===== config.mk =====
export PLATFORM = sky130hd
export DESIGN_NAME = lvds_pixel_serializer
export DESIGN_NICKNAME = d
export VERILOG_FILES = /design/src/rtl/lvds_ser_pkg.sv /design/src/rtl/lvds_slot_mapper.sv /design/src/rtl/lvds_ser_ctrl.sv /design/src/rtl/lvds_lane_shifter.sv /design/src/rtl/lvds_pixel_serializer.sv
export SDC_FILE = /design/constraint.sdc
export NUM_CORES = 1
export LEC_CHECK = 0
export BUFFER_PORTS_ARGS = -buffer_cell sky130_fd_sc_hd__buf_2
export CAP_MARGIN = 20
export CORE_AREA = 2 2 68 70
export CTS_CLUSTER_DIAMETER = 100
export CTS_CLUSTER_SIZE = 14
export DETAILED_ROUTE_END_ITERATION = 10
export DIE_AREA = 0 0 70 72
export PLACE_DENSITY = 0.88
export SLEW_MARGIN = 30
export SYNTH_ARGS = -nofsm -noshare
export SYNTH_HDL_FRONTEND = slang
export SYNTH_SLANG_ARGS = --single-unit

===== constraint.sdc =====
create_clock -name clk -period 1.5 [get_ports clk]
set_clock_uncertainty 0.05 [all_clocks]
set_input_delay 0.15 -clock clk [delete_from_list [all_inputs] [get_ports clk]]
set_output_delay 0.15 -clock clk [all_outputs]
set_load 0.005 [all_outputs]

===== src/rtl/lvds_ser_pkg.sv =====
package lvds_ser_pkg;

    localparam int SLOTS      = 7;
    localparam int SLOT_W     = $clog2(SLOTS);
    localparam int COLOR_W    = 8;
    localparam int DATA_LANES = 4;
    localparam int BASE_LANES = 3;

    typedef logic [SLOTS-1:0] slot_word_t;

    typedef enum logic [1:0] {
        FMT_18B       = 2'd0,
        FMT_24B_UPPER = 2'd1,
        FMT_24B_LOWER = 2'd2,
        FMT_RESERVED  = 2'd3
    } lane_fmt_e;

    typedef enum logic [1:0] {
        ST_IDLE = 2'd0,
        ST_RUN  = 2'd1,
        ST_LAST = 2'd2
    } ser_state_e;

    // Clock lane pattern: bit k goes out in slot k (1,1,0,0,0,1,1).
    localparam slot_word_t CLK_LANE_WORD = 7'b1100011;

    function automatic slot_word_t flip_slots(input slot_word_t w);
        slot_word_t r;
        for (int i = 0; i < SLOTS; i++) begin
            r[i] = w[SLOTS-1-i];
        end
        return r;
    endfunction

endpackage


===== src/rtl/lvds_slot_mapper.sv =====
module lvds_slot_mapper
    import lvds_ser_pkg::*;
(
    input  logic [1:0]                       lane_fmt,
    input  logic                             mirror,
    input  logic [COLOR_W-1:0]               red,
    input  logic [COLOR_W-1:0]               grn,
    input  logic [COLOR_W-1:0]               blu,
    input  logic                             hsync,
    input  logic                             vsync,
    input  logic                             de,
    input  logic                             spare,
    output logic [DATA_LANES-1:0][SLOTS-1:0] lane_words
);

    localparam int SIX = 6;

    lane_fmt_e                         fmt;
    logic [SIX-1:0]                    r6, g6, b6;
    logic [DATA_LANES-1:0][SLOTS-1:0]  plain;

    assign fmt = lane_fmt_e'(lane_fmt);

    // Six colour bits that feed lanes 0..2.
    always_comb begin
        unique case (fmt)
            FMT_24B_LOWER: begin
                r6 = red[SIX-1:0];
                g6 = grn[SIX-1:0];
                b6 = blu[SIX-1:0];
            end
            default: begin
                r6 = red[COLOR_W-1 -: SIX];
                g6 = grn[COLOR_W-1 -: SIX];
                b6 = blu[COLOR_W-1 -: SIX];
            end
        endcase
    end

    // Words are written {slot6 .. slot0}.
    always_comb begin
        plain[0] = {r6[0], r6[1], r6[2], r6[3], r6[4], r6[5], g6[0]};
        plain[1] = {g6[1], g6[2], g6[3], g6[4], g6[5], b6[0], b6[1]};
        plain[2] = {b6[2], b6[3], b6[4], b6[5], hsync, vsync, de};
        unique case (fmt)
            FMT_24B_UPPER: plain[3] = {red[0], red[1], grn[0], grn[1],
                                       blu[0], blu[1], spare};
            FMT_24B_LOWER: plain[3] = {red[6], red[7], grn[6], grn[7],
                                       blu[6], blu[7], spare};
            default:       plain[3] = '0;
        endcase
    end

    for (genvar l = 0; l < DATA_LANES; l++) begin : g_orient
        assign lane_words[l] = mirror ? flip_slots(plain[l]) : plain[l];
    end

endmodule


===== src/rtl/lvds_ser_ctrl.sv =====
module lvds_ser_ctrl
    import lvds_ser_pkg::*;
(
    input  logic              clk,
    input  logic              rst_n,
    input  logic              pix_stb,
    input  logic              bit_en,
    output logic              load,
    output logic              shift,
    output logic              clear,
    output logic              running,
    output logic [SLOT_W-1:0] slot_idx
);

    localparam logic [SLOT_W-1:0] SLOT_PENULT = SLOT_W'(SLOTS-2);

    ser_state_e        state, state_nxt;
    logic [SLOT_W-1:0] slot_nxt;

    // State register
    always_ff @(posedge clk) begin
        if (!rst_n) begin
            state    <= ST_IDLE;
            slot_idx <= '0;
        end else begin
            state    <= state_nxt;
            slot_idx <= slot_nxt;
        end
    end

    // Transitions: LOAD, STEP, STARVE, HOLD
    always_comb begin
        state_nxt = state;
        slot_nxt  = slot_idx;
        if (pix_stb) begin
            state_nxt = ST_RUN;
            slot_nxt  = '0;
        end else if (bit_en) begin
            unique case (state)
                ST_IDLE: begin
                    state_nxt = ST_IDLE;
                    slot_nxt  = '0;
                end
                ST_RUN: begin
                    slot_nxt  = slot_idx + 1'b1;
                    state_nxt = (slot_idx == SLOT_PENULT) ? ST_LAST : ST_RUN;
                end
                ST_LAST: begin
                    state_nxt = ST_IDLE;
                    slot_nxt  = '0;
                end
                default: begin
                    state_nxt = ST_IDLE;
                    slot_nxt  = '0;
                end
            endcase
        end
    end

    // Outputs
    always_comb begin
        load    = pix_stb;
        shift   = 1'b0;
        clear   = 1'b0;
        running = 1'b0;
        unique case (state)
            ST_IDLE: running = 1'b0;
            ST_RUN: begin
                running = 1'b1;
                shift   = !pix_stb && bit_en;
            end
            ST_LAST: begin
                running = 1'b1;
                clear   = !pix_stb && bit_en;
            end
            default: running = 1'b0;
        endcase
    end

endmodule


===== src/rtl/lvds_lane_shifter.sv =====
module lvds_lane_shifter #(
    parameter int W = 7
) (
    input  logic         clk,
    input  logic         rst_n,
    input  logic         load,
    input  logic         shift,
    input  logic         clear,
    input  logic [W-1:0] word,
    output logic         sout
);

    logic [W-1:0] sh;

    always_ff @(posedge clk) begin
        if (!rst_n) begin
            sh <= '0;
        end else if (load) begin
            sh <= word;
        end else if (clear) begin
            sh <= '0;
        end else if (shift) begin
            sh <= {1'b0, sh[W-1:1]};
        end
    end

    assign sout = sh[0];

endmodule


===== src/rtl/lvds_pixel_serializer.sv =====
module lvds_pixel_serializer
    import lvds_ser_pkg::*;
(
    input  logic                  clk,
    input  logic                  rst_n,
    input  logic                  pix_stb,
    input  logic                  bit_en,
    input  logic [1:0]            lane_fmt,
    input  logic                  mirror,
    input  logic [COLOR_W-1:0]    red,
    input  logic [COLOR_W-1:0]    grn,
    input  logic [COLOR_W-1:0]    blu,
    input  logic                  hsync,
    input  logic                  vsync,
    input  logic                  de,
    input  logic                  spare,
    output logic [DATA_LANES-1:0] lane_out,
    output logic                  clk_lane_out
);

    logic                             load, shift, clear, running;
    logic [SLOT_W-1:0]                slot_idx;
    logic [DATA_LANES-1:0][SLOTS-1:0] lane_words;

    lvds_slot_mapper u_map (
        .lane_fmt   (lane_fmt),
        .mirror     (mirror),
        .red        (red),
        .grn        (grn),
        .blu        (blu),
        .hsync      (hsync),
        .vsync      (vsync),
        .de         (de),
        .spare      (spare),
        .lane_words (lane_words)
    );

    lvds_ser_ctrl u_ctrl (
        .clk      (clk),
        .rst_n    (rst_n),
        .pix_stb  (pix_stb),
        .bit_en   (bit_en),
        .load     (load),
        .shift    (shift),
        .clear    (clear),
        .running  (running),
        .slot_idx (slot_idx)
    );

    for (genvar l = 0; l < DATA_LANES; l++) begin : g_lane
        lvds_lane_shifter #(.W(SLOTS)) u_sh (
            .clk   (clk),
            .rst_n (rst_n),
            .load  (load),
            .shift (shift),
            .clear (clear),
            .word  (lane_words[l]),
            .sout  (lane_out[l])
        );
    end

    lvds_lane_shifter #(.W(SLOTS)) u_clk_sh (
        .clk   (clk),
        .rst_n (rst_n),
        .load  (load),
        .shift (shift),
        .clear (clear),
        .word  (CLK_LANE_WORD),
        .sout  (clk_lane_out)
    );

endmodule


==> out/metrics.yaml <==
crit_type: "register to register"
finalPower_uw: 2370
maxSlewViolCount: 0
cp_max_fo: 17
whs_ps: 151
drive_gt1_frac: 0.243
p_leak_uw: 0.00109
wl_um: 5960
vias: 2365
place.gp.congestion: 0.982
arrival_ps: 1570
start_util: 0.544
end_kind: "register"
routedWlPerCell_um: 16.2
fin_crit_sh: 0.954
switchingPower_uw: 693
root_buffer: "clkbuf_8"
finalCriticalPeriod_ps: 1430
core_um2: 4260
ys_types: 41
ys.flop_type: "dfxtp_1"
worstPathRequired_ps: 1640
clockBufferDepth: 2
viasPerCell: 6.41
fmax_mhz: 699
drt-pass1-iter-count: 5
place_inst: 362
ys_async_sr_fraction: 0
finalSetupViolations: 0
ir_drop_uv: 386
fin_setup_tns_ps: 0
synth_area_um2: 2320
maxCapViolCount: 0
antenna_found_initial: 0
p_comb_frac: 0.211
overflow: 0
cpLargestDelayFamily: "compound AO/OA/AOI/OAI gates"
switching_share: 0.293
cts.sinks: 40
die_w_um: 70
p_seq_frac: 0.497
antenna_cells: 0
grt_usage: 0.245
die_h_um: 72
ant_nets: 0
yosys_warnings: 0
power.density_nw_per_um2: 882
num_rows: 24
register_area_um2: 803
grt_max_degree: 29
dp_hpwl_um: 4300
clk_latency_ps: 300
area_growth_pct: 15.7
syn_area_per_cell_um2: 8.25
syn_inst: 281
status: "finished clean"
first_iter_violations: 289
startpoint_type: "register"
drc: 0
final_cell_count_no_fill: 369
synth-edff-count: 0
h-tree-depth: 2
die_area_um2: 5040
synth_top_area_share: 0.345
hp-class: "input pin to register"
path_clk_slew_ps: 80
nFillCells: 351
portBuffers: 39
multi_input_area_um2: 1350
p_clk_frac: 0.292
cts_tree: "built"
synth.largest_area_cell: "dfxtp_1"
critPathBufInv: 1
intPower_uw: 1670
grt_pass1_vias: 2077
rsz0062_at_grt: "false"
crit_path_cell_trace: "nand2b_1 -> buf_12 -> o21ai_0 -> a211oi_1"
finalNetCount: 357
finalHoldViolations: 0
slew_headroom: 0.748
synthTopCellsByArea: "dfxtp_1, o21ai_0, a211oi_1"
ys_seq_area_frac: 0.345
slowest_stage: "dfxtp_2"
ioPinCount: 40
synth-seq-cells: 40
tightest_slew_ps: 378
synth_common_cells: "dfxtp_1, nor2_1, o21ai_0, nand2_1, a211oi_1"
cp_slowest_stage_delay_ps: 370
grt_pass1_wl_um: 9790
ctsHoldBuffers: 0
syn_nets: 321
synth.most_common_cell: "dfxtp_1"
numCtsBuffers: 5
[path summary, 6_finish.rpt]
check,slack [ps],startpoint,end,depth (start not counted)
setup reg to reg,70,u_ctrl.state[0]$_SDFFE_PN0P_,g_lane[0].u_sh.sh[1]$_SDFFE_PN0P_,4
hold / removal,150,vsync,g_lane[2].u_sh.sh[5]$_SDFFE_PN0P_,3
hold reg to reg,410,g_lane[0].u_sh.sh[6]$_SDFFE_PN0P_,g_lane[0].u_sh.sh[6]$_SDFFE_PN0P_,2
setup / recovery,70,u_ctrl.state[0]$_SDFFE_PN0P_,g_lane[0].u_sh.sh[1]$_SDFFE_PN0P_,4
[area by class of cell]
| class | count | area share |
|---|---|---|
| multi-input combinational | 208 | 0.503 |
| sequential | 40 | 0.299 |
| timing repair buffer | 56 | 0.134 |
| clock buffer | 5 | 0.0257 |
| tap | 52 | 0.0243 |
| inverter | 6 | 0.00840 |
| clock inverter | 2 | 0.00466 |
[flip-flops by register name (all words and copies together) (netlist names)]
register,count
g_lane.u_sh.sh,28
u_clk_sh.sh,7
u_ctrl.slot_idx,3
u_ctrl.state,2
[worst reg2reg max path, stage by stage (launching register included)]
cell and delay (ps):
dfxtp_2 370, nand2b_1 260, buf_12 180, o21ai_0 140
a211oi_1 330
[layout by cell type (no fill, tap or decap), drive strengths merged, types with 2 or more instances in the layout]
cell and instances:
mux2 8, nor3 2, mux4 2, a22oi 8, o22ai 2, o21ai 30
a22o 5, o221ai 6, a21boi 4, a21oi 10, clkbuf 5, buf 56
nor2 33, o21a 2, mux2i 7, nor4 4, a32oi 3, nand2b 6
nand3 9, a221oi 5, dfxtp 40, ha 5, nand4 2, inv 6
a211oi 18, nor2b 4, nand2 23
[power by group through the flow]
stage               Combinational, uW  Clock (uW)  Sequential [uW]
global route                      548         747             1180
CTS                               491         711             1170
finish                            500         692             1170
detailed placement                486           0             1200
global placement                  473           0             1200
floorplan                         334           0             1190
[routing by layer]
metal	global-route usage	part of all wire	up-vias
met3	0.0597	0.088	22
li1	-	-	1108
met1	0.315	0.42	1103
met2	0.400	0.46	132
met4	0.100	0.030	0
met5	0	0	-
[per-stage QoR]
stage / setup slack, ps / instance area [um2] / util
3_5_place_dp: -7.79 / 2600 / 0.609
3_3_place_gp: 20.6 / 2600 / 0.609
4_1_cts: 60.0 / 2680 / 0.629
2_1_floorplan: 61.2 / 2320 / -
5_1_grt: 32.7 / 2680 / 0.629
6_report: 69.7 / 2680 / 0.629
[cells by family (layout without fill, tap and decap cells)]
kind of cell / Yosys count / after routing / synth area share
AO/OA/AOI/OAI: 98 / 98 / 0.291
XOR/XNOR: 1 / 1 / 0.00378
adder cells (fa/ha/maj): 5 / 5 / 0.0270
buffers and inverters: 33 / 69 / 0.0723
flip-flops: 40 / 40 / 0.345
multiplexers: 17 / 17 / 0.0885
AND/OR/NAND/NOR: 87 / 87 / 0.172
[repair_timing]
item                       CTS  global route
buffers inserted             0             0
setup endpoints to repair    0             3
resized for setup            0             2
Power figures use the tool's default switching activity.
